$ cat src/rtl/twe_pkg.sv
package twe_pkg;

    localparam int SLOTS       = 32;
    localparam int SLOT_W      = $clog2(SLOTS);
    localparam int EARLY_SLOTS = 4;
    localparam int SEC_W       = 3;

    typedef enum logic [1:0] {
        FT_LONG_EARLY = 2'b00,
        FT_LONG       = 2'b01,
        FT_SINGLE     = 2'b10,
        FT_SHORT      = 2'b11
    } ftype_e;

    typedef struct packed {
        logic [1:0]        n;
        logic [SLOT_W-1:0] s1;
        logic [SLOT_W-1:0] s2;
    } tally_t;

    typedef struct packed {
        logic              level;
        ftype_e            ftype;
        logic [SLOT_W-1:0] pos;
    } word_t;

    function automatic word_t classify(input tally_t t, input logic lvl,
                                       input logic [SLOT_W-1:0] short_max,
                                       input logic [SLOT_W-1:0] long_base);
        word_t w;
        logic [SLOT_W-1:0] gap;
        logic [SLOT_W-1:0] d;
        logic [SEC_W-1:0]  sec;
        w.level = lvl;
        gap = t.s2 - t.s1;
        d   = t.s2 - long_base;
        if (t.s2 < long_base)             sec = '0;
        else if (d > SLOT_W'((1 << SEC_W) - 1)) sec = '1;
        else                              sec = d[SEC_W-1:0];
        case (t.n)
            2'd0: begin w.ftype = FT_SHORT;  w.pos = '1;   end
            2'd1: begin w.ftype = FT_SINGLE; w.pos = t.s1; end
            2'd2: begin
                if (gap <= short_max) begin
                    w.ftype = FT_SHORT; w.pos = t.s1;
                end else if (t.s1 >= SLOT_W'(EARLY_SLOTS)) begin
                    w.ftype = FT_LONG; w.pos = t.s1;
                end else begin
                    w.ftype = FT_LONG_EARLY;
                    w.pos   = {sec, t.s1[1:0]};
                end
            end
            default: begin w.ftype = FT_SHORT; w.pos = t.s1; end
        endcase
        return w;
    endfunction

endpackage

$ cat src/rtl/twe_slot_track.sv
module twe_slot_track
    import twe_pkg::*;
(
    input  logic              clk,
    input  logic              rst,
    input  logic              tick_i,
    input  logic              frame_strobe_i,
    output logic [SLOT_W-1:0] idx_o,
    output logic              last_o
);
    logic [SLOT_W-1:0] cnt;

    assign idx_o  = frame_strobe_i ? '0 : cnt;
    assign last_o = tick_i && (idx_o == SLOT_W'(SLOTS - 1));

    always_ff @(posedge clk) begin
        if (rst)         cnt <= '0;
        else if (tick_i) cnt <= idx_o + 1'b1;
    end

    AST_SLOT_RESTART: assert property (@(posedge clk) disable iff (rst)
        (tick_i && frame_strobe_i) |=> (cnt == SLOT_W'(1))) else $error("slot restart");

endmodule

$ cat src/rtl/twe_event_collect.sv
module twe_event_collect
    import twe_pkg::*;
(
    input  logic              clk,
    input  logic              rst,
    input  logic              tick_i,
    input  logic [SLOT_W-1:0] idx_i,
    input  logic              data_i,
    input  logic              viol_i,
    output tally_t            tally_o
);
    logic   prev;
    logic   ev;
    tally_t acc;
    tally_t base;
    tally_t upd;

    always_comb begin
        ev   = (data_i ^ prev) | viol_i;
        base = (idx_i == '0) ? '0 : acc;
        upd  = base;
        if (ev) begin
            case (base.n)
                2'd0:    begin upd.n = 2'd1; upd.s1 = idx_i; end
                2'd1:    begin upd.n = 2'd2; upd.s2 = idx_i; end
                default: upd.n = 2'd3;
            endcase
        end
    end

    assign tally_o = upd;

    always_ff @(posedge clk) begin
        if (rst) begin
            acc  <= '0;
            prev <= 1'b0;
        end else if (tick_i) begin
            acc  <= upd;
            prev <= data_i;
        end
    end

    AST_SECOND_AFTER_FIRST: assert property (@(posedge clk) disable iff (rst)
        (acc.n >= 2'd2) |-> (acc.s2 > acc.s1)) else $error("slot order");

endmodule

$ cat src/rtl/twe_classify.sv
module twe_classify
    import twe_pkg::*;
#(
    parameter int SHORT_GAP_MAX = 19,
    parameter int LONG_BASE     = 24
) (
    input  logic   clk,
    input  logic   rst,
    input  logic   fin_i,
    input  tally_t tally_i,
    input  logic   level_i,
    output word_t  word_o,
    output logic   valid_o
);
    always_ff @(posedge clk) begin
        if (rst) begin
            word_o  <= '0;
            valid_o <= 1'b0;
        end else begin
            valid_o <= fin_i;
            if (fin_i)
                word_o <= classify(tally_i, level_i,
                                   SLOT_W'(SHORT_GAP_MAX), SLOT_W'(LONG_BASE));
        end
    end

    AST_LONG_FIELD: assert property (@(posedge clk) disable iff (rst)
        (valid_o && word_o.ftype == FT_LONG) |-> (word_o.pos >= SLOT_W'(EARLY_SLOTS))) else $error("long field");

endmodule

$ cat src/rtl/twe_encoder.sv
module twe_encoder
    import twe_pkg::*;
#(
    parameter int SHORT_GAP_MAX = 19,
    parameter int LONG_BASE     = 24
) (
    input  logic       clk,
    input  logic       rst,
    input  logic       slot_tick_i,
    input  logic       frame_strobe_i,
    input  logic       data_i,
    input  logic       viol_i,
    output logic [7:0] word_o,
    output logic       word_valid_o
);
    logic [SLOT_W-1:0] idx;
    logic              last;
    tally_t            tally;
    word_t             word;

    twe_slot_track u_track (
        .clk(clk), .rst(rst), .tick_i(slot_tick_i), .frame_strobe_i(frame_strobe_i),
        .idx_o(idx), .last_o(last)
    );

    twe_event_collect u_collect (
        .clk(clk), .rst(rst), .tick_i(slot_tick_i), .idx_i(idx),
        .data_i(data_i), .viol_i(viol_i), .tally_o(tally)
    );

    twe_classify #(.SHORT_GAP_MAX(SHORT_GAP_MAX), .LONG_BASE(LONG_BASE)) u_class (
        .clk(clk), .rst(rst), .fin_i(last), .tally_i(tally), .level_i(data_i),
        .word_o(word), .valid_o(word_valid_o)
    );

    assign word_o = word;

    AST_LEVEL_BIT: assert property (@(posedge clk) disable iff (rst)
        word_valid_o |-> (word_o[7] == $past(data_i))) else $error("level bit");
    AST_VALID_AFTER_TICK: assert property (@(posedge clk) disable iff (rst)
        word_valid_o |-> $past(slot_tick_i)) else $error("valid w/o tick");
    AST_VALID_SINGLE: assert property (@(posedge clk) disable iff (rst)
        word_valid_o |=> !word_valid_o) else $error("valid too long");

endmodule

$ cat config.mk
export PLATFORM = sky130hd
export DESIGN_NAME = twe_encoder
export DESIGN_NICKNAME = d
export VERILOG_FILES = /design/src/rtl/twe_pkg.sv /design/src/rtl/twe_slot_track.sv /design/src/rtl/twe_event_collect.sv /design/src/rtl/twe_classify.sv /design/src/rtl/twe_encoder.sv
export SDC_FILE = /design/constraint.sdc
export NUM_CORES = 1
export LEC_CHECK = 0
export ABC_AREA = 1
export BUFFER_PORTS_ARGS = -buffer_cell sky130_fd_sc_hd__buf_2
export CAP_MARGIN = 0
export CORE_UTILIZATION = 50
export CTS_CLUSTER_SIZE = 40
export DETAILED_ROUTE_END_ITERATION = 16
export GPL_ROUTABILITY_DRIVEN = 0
export PLACE_DENSITY = 0.73
export SYNTH_ARGS = -nofsm -noshare
export SYNTH_HDL_FRONTEND = slang
export SYNTH_SLANG_ARGS = --single-unit
export TNS_END_PERCENT = 1
$ cat constraint.sdc
create_clock -name clk -period 3.3 [get_ports clk]
set_clock_uncertainty 0.15 [all_clocks]
set_input_delay 0.33 -clock clk [delete_from_list [all_inputs] [get_ports clk]]
set_output_delay 0.33 -clock clk [all_outputs]
set_load 0.005 [all_outputs]
* Yosys cells after proc, flatten, opt, wreduce, memory -nomap -nowiden *
Cells that the tools add are included.

word-level totals
  logic and storage cells = 37
  output and inout port bits = 9
  register bits = 27
  input port bits = 6

operators by class
  add/subtract/negate cells = 3
  reduce and logical (&&, ||, !) cells = 4
  eq/ne operators = 4
  multiplexer cells = 11
  $lt $le $gt $ge = 4
  bitwise gates (word level) = 2

operator list
  operator               number
  $mux W12               2
  $pmux W7 S3            1
  $mux W5                3
  $mux W7                1
  $mux W3                2
  $mux W6                1
  $add A5 B1 Y5 const B  1
  $eq A5 B5 Y1 const B   1
  $ge A5 B3 Y1 const B   1
  $gt A5 B3 Y1 const B   1
  $le A5 B5 Y1 const B   1
  $logic_not A5 Y1       1
  $lt A5 B5 Y1 const B   1
  $sub A5 B5 Y5          1
  $sub A5 B5 Y5 const B  1
  $eq A2 B1 Y1 const B   2
  $logic_not A2 Y1       2
  $pmux W2 S2            1
  $eq A2 B2 Y1 const B   1
  $logic_and A1 B1 Y1    1
  $or A1 B1 Y1           1
  $xor A1 B1 Y1          1

* Longest topological paths before layout *
Gate-level depths: netlist of the first run.

  word-level depth = 13
  depth in mapped cells = 24
  depth with buffers taken out = 23

* Hierarchy *
From an unflattened synthesis of the first run, not the netlist that was laid out.

second synthesis, totals
  cell total of the unflattened synthesis = 277
  area total of the unflattened synthesis = 1,780.5 µm²

by module, submodules not included
  module             sequential area each (µm²)  area an instance (µm²)  instances  cells each
  twe_event_collect  260.2                       892.1                   1          148
  twe_classify       180.2                       604.3                   1          84
  twe_slot_track     100.1                       284.0                   1          45

* Least setup slack after synthesis of the first run *
Ideal clock, no wire load.

  path kind = reg2reg
  start point = register u_track.cnt[0]
  end point = register, netlist name u_class.word_o[3]
  setup time = 0.066 ns
  data required time = 3.084 ns
  setup slack = 0.306 ns
  buffers on the path = 1
  data arrival time = 2.778 ns
  cell stages (with the launch flop) = 22
  clock period less this slack = 2.994 ns
  cells stage by stage = dfxtp_1 > inv_1 > nor2_1 > inv_1 > ha_1 > a21boi_4 > nand2_4 > nand4_4 > buf_6 > o21ai_0 > ha_1 > a21oi_1 > inv_1 > nand2_1 > nand3_1 > nand3_2 > nand2_1 > nor2_2 > nand3_1 > nand2_1 > nand2_1 > a21oi_2

RTL lines
  what                    line                  text
  start, declared         twe_slot_track.sv:11  logic [SLOT_W-1:0] cnt;
  start signal, assigned  twe_slot_track.sv:18  else if (tick_i) cnt <= idx_o + 1'b1;

* Worst setup path in the final report of the first run *
  start point = register u_track.cnt[1]
  end point = register, netlist name u_class.word_o[2]

on the way
  word-level cells in the longest chain between the ends = 13
  elaborated cells between the ends (all ways) = 25
  classes of those cells = 2 x add/sub; 4 x order compare; 4 x eq/ne; 11 x mux; 4 x reduce/logical

ends and longest elaborated chain
  what              line                     text
  $mux W5 *         twe_slot_track.sv:13     assign idx_o = frame_strobe_i ? '0 : cnt;
  $logic_not A5 Y1  twe_event_collect.sv:20  base = (idx_i == '0) ? '0 : acc;
  $mux W12          twe_event_collect.sv:20
  $eq A2 B1 Y1      twe_event_collect.sv:23  case (base.n)
  $mux W5           twe_event_collect.sv:23
  $mux W12          twe_event_collect.sv:22  if (ev) begin
  $sub A5 B5 Y5     twe_pkg.sv:36            d = t.s2 - long_base;
  $gt A5 B3 Y1      twe_pkg.sv:38            else if (d > SLOT_W'((1 << SEC_W) - 1)) sec = '1;
  $mux W3           twe_pkg.sv:38
  $mux W3           twe_pkg.sv:37            if (t.s2 < long_base) sec = '0;
  $mux W6           twe_pkg.sv:46            end else if (t.s1 >= SLOT_W'(EARLY_SLOTS)) begin
  $mux W7           twe_pkg.sv:44            if (gap <= short_max) begin
  $pmux W7 S3       twe_pkg.sv:40            case (t.n)

Mark *: on every way between the ends. The rest lies on a longest branch, timed or not.
A chain may end at the register's enable or synchronous reset.

==> run metrics, run 1 <==
status completed; most frequent cells in the layout nand2_1 (39), inv_1 (38), dfxtp_1 (25), o21ai_0 (21), nand3_1 (20); overall routed net length around 3700 um; Die Span X approximately 61 um; Core Area 3360 um2; P_sw between 200 and 250 uW; antenna cells 0; worst vdd ir between 0.15 and 0.2 mV; Initial DRC Count ~70; Clock Path Buffers 2; Distinct cells, synth 33; antenna viol nets, final 0; pin count of the biggest net entering global routing 22; syn_nets roughly 270; f_max 0.329 GHz; GR Overflow Total 0; Initial Util 52.2%; Total GRT Usage between 20% and 30%; via count 1,623; #FFs+latches synth 27; hold buffer count at CTS 0; Int Pwr around 440 uW; FP Rows 21; post-synthesis cell count between 200 and 300; Final Power about 660 uW; Hold Slack roughly 0.12 ns; met1 GRT Util 30.1%; P&R area growth vs syn 13.2%; Global Route met2 Usage 35.7%; setup slack after layout around 0.26 ns; global routing's busiest layer met2; Synth warnings 0; DR vias/cell 5.06; DP Cell Count ~310; Yosys top cell area share a little under a third; Power Density 332 nW/um2; r2r worst-path depth 23; CTS tree built; r2r startpoint u_track.cnt[1]; HPWL after DPL between 2000 and 3000 um; worst skew pair latency approximately 0.33 ns; Pre-Repair DR Iteration Count 4; startpoint types flop; Synth Cell Area about 1800 um2; I/O Pins 15; R2R Setup Slk around 0.26 ns; actual slew at the worst max-slew pin ~0.49 ns; Reg power frac between 50% and 60%; antenna violations before repair 0; DRC 0; most common cell after layout, fill and taps aside nand2_1; GR Layer Usage met3 under 10%; die area 3750 um2; first-pass GRT wire length around 6100 um; WL/cell 11.5 um; Max Slew Vio Count 0; clock sinks 27; dpl ws ~0.028 ns; critical path class flop to flop; sequential area share after synthesis a little under a third; Clk pin slew, worst setup/hold paths approximately 0.15 ns; Hold Path Stages 3; Die Y 61.3 um; Worst R2R End u_class.word_o[2]; post-route clock period utilization around 92%; WP data arrival about 3.2 ns; IO Port Bufs 14; Synth area leader dfxtp_1; Mean Syn Cell Area slightly below 7 um2; share of post-route cells with drive strength above 1 around 28%; number of global-route vias before repair between 1,000 and 1,500; Comb pwr share between 20% and 30%; Max-Cap Viols 0; CP Capture Type flop; crit-path max FO 7; fin nets roughly 290; Final Hold Viols 0; Final setup violation count 0; Clk pwr share between 20% and 30%; Slew headroom between 60% and 70%; Hold Path Origin data_i; P_leak 0.951 nW; cts bufs inserted 3; CP required 3.43 ns; Root Buffer clkbuf_4; minimum clock period between 3 and 4 ns; Hold Path Sink u_class.word_o[7]; largest cells by area after synthesis dfxtp_1 (31%), inv_1 (8.8%), nand2_1 (8.3%); Hold Crit Class primary input to flop; htree depth 1; fin cells ~320; Switching Share between 30% and 40%
==> worst max-delay path by stage <==
stage	startpoint	endpoint	slack, ns	cells after the start
after global routing	u_track.cnt[1]	u_class.word_o[2]	-0.03	23
after CTS	u_track.cnt[0]	u_class.word_o[2]	0.11	21
final	u_track.cnt[1]	u_class.word_o[2]	0.26	23
after detailed placement	frame_strobe_i	u_class.word_o[2]	0.03	21
after floorplan	u_track.cnt[0]	u_class.word_o[3]	0.31	21
after global placement	frame_strobe_i	u_class.word_o[2]	0.11	20
==> critical path: stages, from the launching register on <==
cell	delay [ns]
dfxtp_2	0.34
inv_1	0.06
nor2_2	0.12
inv_2	0.07
ha_2	0.18
a21boi_4	0.14
nand2_4	0.13
o21ai_4	0.09
nand2_4	0.11
nand3_1	0.11
o21ai_2	0.08
inv_2	0.09
ha_1	0.31
a21oi_2	0.16
inv_1	0.05
nand2_1	0.06
nand3_1	0.08
nand3_2	0.08
nand2_1	0.09
nor2_4	0.16
nand2_1	0.06
nand2_1	0.06
nand3_1	0.08
a21oi_2	0.12
==> cell families (layout without fill, tap and decap cells) <==
| logic type | Yosys count | after routing | share of synthesized area (%) |
|---|---|---|---|
| AND/OR/NAND/NOR | 110 | 110 | 31.8 |
| AO/OA/AOI/OAI | 57 | 57 | 20.2 |
| buffers and inverters | 52 | 74 | 11.8 |
| flip-flops | 27 | 27 | 30.8 |
| adder cells (fa/ha/maj) | 7 | 7 | 5.41 |
==> metrics by stage <==
stage | utilization (%) | cell area, um2 | TNS (ns)
final | 59.1 | 1990 | 0
after global placement | 56.6 | 1900 | 0
after floorplan | - | 1760 | 0
after detailed placement | 56.6 | 1900 | 0
after global routing | 59.1 | 1990 | -0.0326
after CTS | 57.5 | 1930 | 0
==> power by group through the flow <==
stage / Combinational (mW) / Clock, mW / Sequential, mW
floorplan: 0.116 / 0 / 0.352
global placement: 0.145 / 0 / 0.353
detailed placement: 0.147 / 0 / 0.353
CTS: 0.147 / 0.155 / 0.346
global route: 0.182 / 0.165 / 0.348
finish: 0.163 / 0.151 / 0.347
==> flip-flops by register name, summed over array words and instances (netlist names) <==
register,count
u_class.valid_o,1
u_class.word_o,8
u_collect.acc,12
u_collect.prev,1
u_track.cnt,5
==> area by class of cell <==
type | count | area, um2
sequential | 27 | 543
clock inverter | 1 | 7.51
inverter | 46 | 173
timing repair buffer | 24 | 145
multi-input combinational | 174 | 1040
tap | 46 | 57.6
fill | 337 | 1380
clock buffer | 3 | 22.5
==> what timing repair did <==
action | 4_1_cts | 5_1_grt
resized for setup | 0 | 17
setup endpoints to repair | 0 | 5
endpoints found under the hold margin | 0 | 0
buffers inserted | 0 | 3
==> cell usage after synthesis, drive strengths merged <==
| master | n |
|---|---|
| nand4 | 4 |
| nand3 | 21 |
| a211oi | 1 |
| or2 | 1 |
| a21oi | 19 |
| a21boi | 1 |
| nand2 | 55 |
| o211ai | 6 |
| a31oi | 1 |
| o21ai | 29 |
| dfxtp | 27 |
| clkinv | 3 |
| inv | 43 |
| buf | 2 |
| ha | 6 |
| fa | 1 |
| clkbuf | 4 |
| nand3b | 1 |
| nor4 | 1 |
| nor2 | 25 |
| nor3 | 2 |
==> layer usage <==
layer / share of wire (%) / vias up
met2: 46 / 35
li1: - / 860
met3: 3.8 / 4
met1: 49 / 724
met4: 1.3 / 0
met5: 0 / -
(Power assumes the default switching activity.)
==> inputs of run 2 (changes only) <==
Settings changed: CORE_ASPECT_RATIO from default to 0.7.
==> run metrics, run 2 (synthesis gave the netlist of run 1 again) <==
slowest stage delay, CP 0.36 ns (+0.02 ns); Power Density 351 nW/um2 (+5.5%); f_max 0.322 GHz (-2.2%); Max Slew Vio Count 0 (unchanged); worst skew pair latency 0.28 ns (-0.05 ns); Final Hold Viols 0 (unchanged); CP max-delay cell fa_2; DRC 0 (unchanged); antenna violations before repair 0 (unchanged); CP Capture Type flop; Initial DRC Count 108 (+59%); hold buffer count at CTS 0 (unchanged); worst vdd ir 0.259 mV (+35%); post-route clock period utilization 94.2% (+2.1 points); Pre-Repair DR Iteration Count 4 (unchanged); FP Rows 17 (-19%); R2R Setup Slk 0.19 ns (-0.07 ns); Die Y 51.6 um (-16%); Clock Path Buffers 2 (unchanged); HPWL after DPL 3120 um (+11%); Die Span X 72.8 um (+19%); crit-path cells inv_1 -> nor2_1 -> inv_1 -> ha_1 -> a21boi_4 -> nand2_4 -> o21ai_4 -> nand2_4 -> nand3_1 -> o21ai_1 -> ha_1 -> inv_1 -> fa_2 -> nand3_1 -> nand2_1 -> nand3_2 -> nand2_1 -> nor2_4 -> nand2_1 -> nand2_1 -> nand3_1 -> a21oi_1; status completed; via count 1,696 (+4.5%); startpoint types flop; dpl ws 0.0566 ns (+0.0289 ns); most common cell after layout, fill and taps aside inv_1; most frequent cells in the layout inv_1 (40), nand2_1 (39), dfxtp_1 (27), o21ai_0 (21), nand3_1 (20); minimum clock period 3.11 ns (+0.0696 ns); Post-DP Area 1900 um2 (about the same); clock sinks 27 (unchanged); r2r worst-path depth 22 (-4.3%); r2r startpoint u_track.cnt[1]; Total GRT Usage 24.3% (+2.0 points); Hold Path Origin data_i; first-pass GRT wire length 6930 um (+14%); DR vias/cell 5.19 (+2.6%); Final Cell Area 2030 um2 (+2.0%); crit-path max FO 9 (+2); WL/cell 12.8 um (+12%); IO Port Bufs 14 (unchanged); GR Overflow Total 0 (unchanged); P&R area growth vs syn 15.4%; cts bufs inserted 3 (unchanged); Final setup violation count 0 (unchanged); number of flip-flops in the largest register 12 (unchanged); top flop regs u_collect.acc x12, u_class.word_o x8, u_track.cnt x5; Biggest register u_collect.acc; critical path class flop to flop; pin count of the biggest net entering global routing 22 (unchanged); CTS tree built; fill count 280 (-17%); Final Power 711 uW (+7.5%); Worst R2R End u_class.word_o[2]; share of post-route cells with drive strength above 1 25.7% (-1.9 points); antenna viol nets, final 0 (unchanged); die area 3760 um2 (about the same); fin nets 294 (+1.7%); WP data arrival 3.18 ns (about the same); CP required 3.37 ns (-0.06 ns); actual slew at the worst max-slew pin 0.489 ns (+0.00174 ns); Slew headroom 67.4% (-0.12 points); Hold Path Stages 3 (unchanged); Core Area 3250 um2 (-3.2%); Clk pin slew, worst setup/hold paths 0.10 ns (-0.05 ns); antenna cells 0 (unchanged); Initial Util 54.0% (+1.7 points); Max-Cap Viols 0 (unchanged); Hold Path Sink u_class.word_o[7]; setup slack after layout 0.190 ns (-0.0696 ns); Hold Crit Class primary input to flop; overall routed net length 4200 um (+14%); htree depth 1 (unchanged); P_leak 0.978 nW (+2.9%); CP most frequent cell nand2_1; number of global-route vias before repair 1,511 (+9.8%); I/O Pins 15 (unchanged); Root Buffer clkbuf_8
-- run 2: layout make-up --
type | instances | area [um2] | area share [%]
Clock inverter | 1 | 7.51 | 0.370
Timing Repair Buffer | 29 | 183 | 9.01
Multi-Input combinational cell | 174 | 1020 | 50.5
Sequential cell | 27 | 541 | 26.7
Tap cell | 47 | 58.8 | 2.90
Inverter | 46 | 173 | 8.52
Clock buffer | 3 | 41.3 | 2.04
-- run 2: worst max-delay path, delay by kind of cell, from the launching register on --
family          cells  cell delay [ns]
simple gates       12             1.08
fa+ha+maj           3             0.76
compound gates      4             0.50
flops               1             0.32
buf+inv             3             0.23
-- run 2: stage by stage --
step	instances	util, %	hold WS [ns]	setup TNS (ns)
after floorplan	253	-	0.300	0
after global placement	315	58.5	0.311	0
after detailed placement	315	58.5	0.308	0
after CTS	319	60.0	0.184	0
after global routing	327	62.3	0.198	-0.119
final	327	62.3	0.180	0
-- run 2: report_power, final --
part | internal (mW) | switching (mW)
registers | 0.338 | 0.00917
clock network | 0.0859 | 0.110
logic | 0.0628 | 0.105
total | 0.486 | 0.224
-- run 2: routing by layer --
| layer | track usage [%] | vias up | share of wire (%) |
|---|---|---|---|
| met1 | 36.2 | 783 | 49 |
| met5 | 0 | - | 0 |
| li1 | - | 873 | - |
| met2 | 35.7 | 40 | 45 |
| met4 | 6.54 | 0 | 0 |
| met3 | 4.26 | 0 | 6.8 |
-- run 2: worst max-delay path by stage --
stage / startpoint / endpoint / slack (ns) / cells past startpoint
5_1_grt: u_track.cnt[0] / u_class.word_o[4] / -0.04 / 22
2_1_floorplan: u_track.cnt[0] / u_class.word_o[3] / 0.31 / 21
3_5_place_dp: frame_strobe_i / u_class.word_o[2] / 0.06 / 23
6_report: u_track.cnt[1] / u_class.word_o[2] / 0.19 / 22
4_1_cts: u_track.cnt[1] / u_class.word_o[2] / 0.14 / 21
3_3_place_gp: frame_strobe_i / u_class.word_o[2] / 0.06 / 23
-- run 2: what timing repair did --
action / CTS / global route
gates resized for setup: 0 / 8
setup buffers: 0 / 8
setup endpoints to repair: 0 / 4
==> inputs of run 3 (changes only) <==
--- a/config.mk
+++ b/config.mk
@@ -14,5 +14,5 @@
 export DETAILED_ROUTE_END_ITERATION = 16
 export GPL_ROUTABILITY_DRIVEN = 0
-export PLACE_DENSITY = 0.73
+export PLACE_DENSITY = 0.66
 export SYNTH_ARGS = -nofsm -noshare
 export SYNTH_HDL_FRONTEND = slang
==> constraint.sdc (replaced) <==
create_clock -name clk -period 3.3 [get_ports clk]
set_clock_uncertainty 0.15 [all_clocks]
set_input_delay 0.33 -clock clk [delete_from_list [all_inputs] [get_ports clk]]
set_output_delay 0.33 -clock clk [all_outputs]
set_load 0.1 [all_outputs]
==> run metrics, run 3 (synthesis gave the netlist of run 1 again) <==
pin count of the biggest net entering global routing 22 (unchanged); status completed; antenna viol nets, final 0 (unchanged); first-pass GRT wire length 6430 um (-7.3%); Final Hold Viols 0 (unchanged); Total GRT Usage 22.4% (-1.8 points); P_leak 0.959 nW (-1.9%); HPWL after DPL 2960 um (-5.1%); number of global-route vias before repair 1,318 (-13%); crit-path max FO 6 (-3); GR Overflow Total 0 (unchanged); most frequent cells in the layout inv_1 (41), nand2_1 (39), dfxtp_1 (27), o21ai_0 (22), nand3_1 (20); Fin Setup TNS 0 ns (unchanged); CP most frequent cell inv_1; Initial DRC Count 73 (-32%); CTS tree built; antenna cells 0 (unchanged); fill count 319 (+14%); Hold Slack 0.200 ns (+0.0207 ns); Die Span X 72.8 um (unchanged); Hold Crit Class primary input to flop; Power Density 348 nW/um2 (-0.78%); DRC 0 (unchanged); CP startpoint u_track.cnt[1]; minimum clock period 3.06 ns (-0.0447 ns); Die Y 51.6 um (unchanged); crit-path cells inv_1 -> nor2_2 -> inv_1 -> ha_1 -> a21boi_4 -> nand2_4 -> o21ai_4 -> nand2_4 -> buf_4 -> o21ai_1 -> inv_1 -> ha_4 -> nand3_1 -> nand2_1 -> inv_1 -> a21oi_1 -> nor2_4 -> nand2_1 -> nand2_1 -> nand3_1 -> a21oi_1; htree depth 1 (unchanged); setup slack after layout 0.235 ns (+0.0447 ns); FP Rows 17 (unchanged); number of flip-flops in the largest register 12 (unchanged); Root Buffer clkbuf_8; Max Slew Vio Count 0 (unchanged); delay-heaviest family, CP compound AO/OA/AOI/OAI gates; hold buffer count at CTS 0 (unchanged); slowest stage delay, CP 0.31 ns (-0.05 ns); Final setup violation count 0 (unchanged); f_max 0.326 GHz (+1.5%); Clock Path Buffers 2 (unchanged); P&R area growth vs syn 14.0%; startpoint types flop; IO Port Bufs 14 (unchanged); worst vdd ir 0.181 mV (-30%); overall routed net length 3910 um (-6.9%); WL/cell 12.1 um (-5.4%); Post-DP Area 1910 um2 (+0.39%); CP Capture Type flop; die area 3760 um2 (unchanged); Core Area 3250 um2 (unchanged); worst skew pair latency 0.28 ns (about the same); DR vias/cell 5.03 (-3.0%); I/O Pins 15 (unchanged); most common cell after layout, fill and taps aside inv_1; Slew headroom 67.8% (+0.44 points); actual slew at the worst max-slew pin 0.486 ns (-0.00265 ns); Pre-Repair DR Iteration Count 4 (unchanged); WP data arrival 3.08 ns (-0.10 ns); Initial Util 54.0% (unchanged); Final Cell Area 2000 um2 (-1.2%); top flop regs u_collect.acc x12, u_class.word_o x8, u_track.cnt x5; Hold Path Origin data_i; fin cells 322 (-1.5%); antenna violations before repair 0 (unchanged); DP Cell Count 316 (+0.32%); r2r startpoint u_track.cnt[1]; fin nets 289 (-1.7%); CP Buf/Inv Count 5 (+2); dpl ws 0.118 ns (+0.0614 ns); critical path class flop to flop; share of post-route cells with drive strength above 1 24.7% (-0.99 points); CP required 3.31 ns (-0.06 ns); Max-Cap Viols 0 (unchanged); cts bufs inserted 3 (unchanged); CP max-delay cell dfxtp_1; Clk pin slew, worst setup/hold paths 0.09 ns (about the same); clock sinks 27 (unchanged); Biggest register u_collect.acc; via count 1,620 (-4.5%); post-route clock period utilization 92.9% (-1.4 points)
==> run 3: cell types whose count changed in the layout (fill, tap and decap cells not counted) <==
cell	before	now
inv_1	40	41
o21ai_1	4	3
o21ai_0	21	22
clkinv_2	0	1
inv_2	3	2
ha_1	6	5
buf_4	15	10
nor2_2	5	6
ha_4	0	1
clkinvlp_4	1	0
nor2_1	18	17
==> run 3: per-layer routing <==
metal | track usage (%) | share of wire (%)
met1 | 35.8 | 56
met3 | 4.07 | 3.3
met5 | 0 | 0
met2 | 30.2 | 39
met4 | 4.90 | 0.87
==> run 3: per-stage QoR <==
| stage | power [mW] | util [%] |
|---|---|---|
| 2_1_floorplan | 0.467 | - |
| 3_3_place_gp | 0.500 | 58.7 |
| 3_5_place_dp | 0.501 | 58.7 |
| 4_1_cts | 0.695 | 60.2 |
| 5_1_grt | 0.740 | 61.5 |
| 6_report | 0.696 | 61.5 |
==> run 3: final cells by class <==
cell class	instances	area [um2]	share of cell area, %
repair buffers	24	145	7.25
multi-input cells	174	1040	51.9
inverters	46	173	8.63
flip-flops and latches	27	541	27.0
well taps	47	58.8	2.94
clock inverters	1	5.00	0.250
clock buffers	3	41.3	2.06
==> run 3: repair_timing <==
action                     in CTS  in global routing
buffers inserted                0                  2
setup endpoints to repair       0                  4
hold endpoints to repair        0                  0
gates resized for setup         0                  8
==> run 3: power by group <==
| group | internal [mW] | switching (mW) | total, mW |
|---|---|---|---|
| clock network | 0.0848 | 0.106 | 0.191 |
| logic | 0.0573 | 0.102 | 0.159 |
| registers | 0.338 | 0.00831 | 0.346 |
| total | 0.480 | 0.217 | 0.696 |
==> run 3: worst paths after layout <==
kind | cells after the start | end | slack [ns]
setup / recovery | 21 | u_class.word_o[2] | 0.24
hold / removal | 3 | u_class.word_o[7] | 0.20
setup reg to reg | 21 | u_class.word_o[2] | 0.24
hold reg to reg | 2 | u_class.word_o[4] | 0.33
==> run 3: worst reg2reg max path, cell delays in order, from the launching register on <==
cell and delay (ns):
dfxtp_1 0.31, inv_1 0.10, nor2_2 0.05, inv_1 0.11, ha_1 0.21, a21boi_4 0.21
nand2_4 0.10, o21ai_4 0.09, nand2_4 0.09, buf_4 0.18, o21ai_1 0.16, inv_1 0.13
ha_4 0.30, nand3_1 0.08, nand2_1 0.06, inv_1 0.05, a21oi_1 0.25, nor2_4 0.09
nand2_1 0.08, nand2_1 0.05, nand3_1 0.07, a21oi_1 0.06
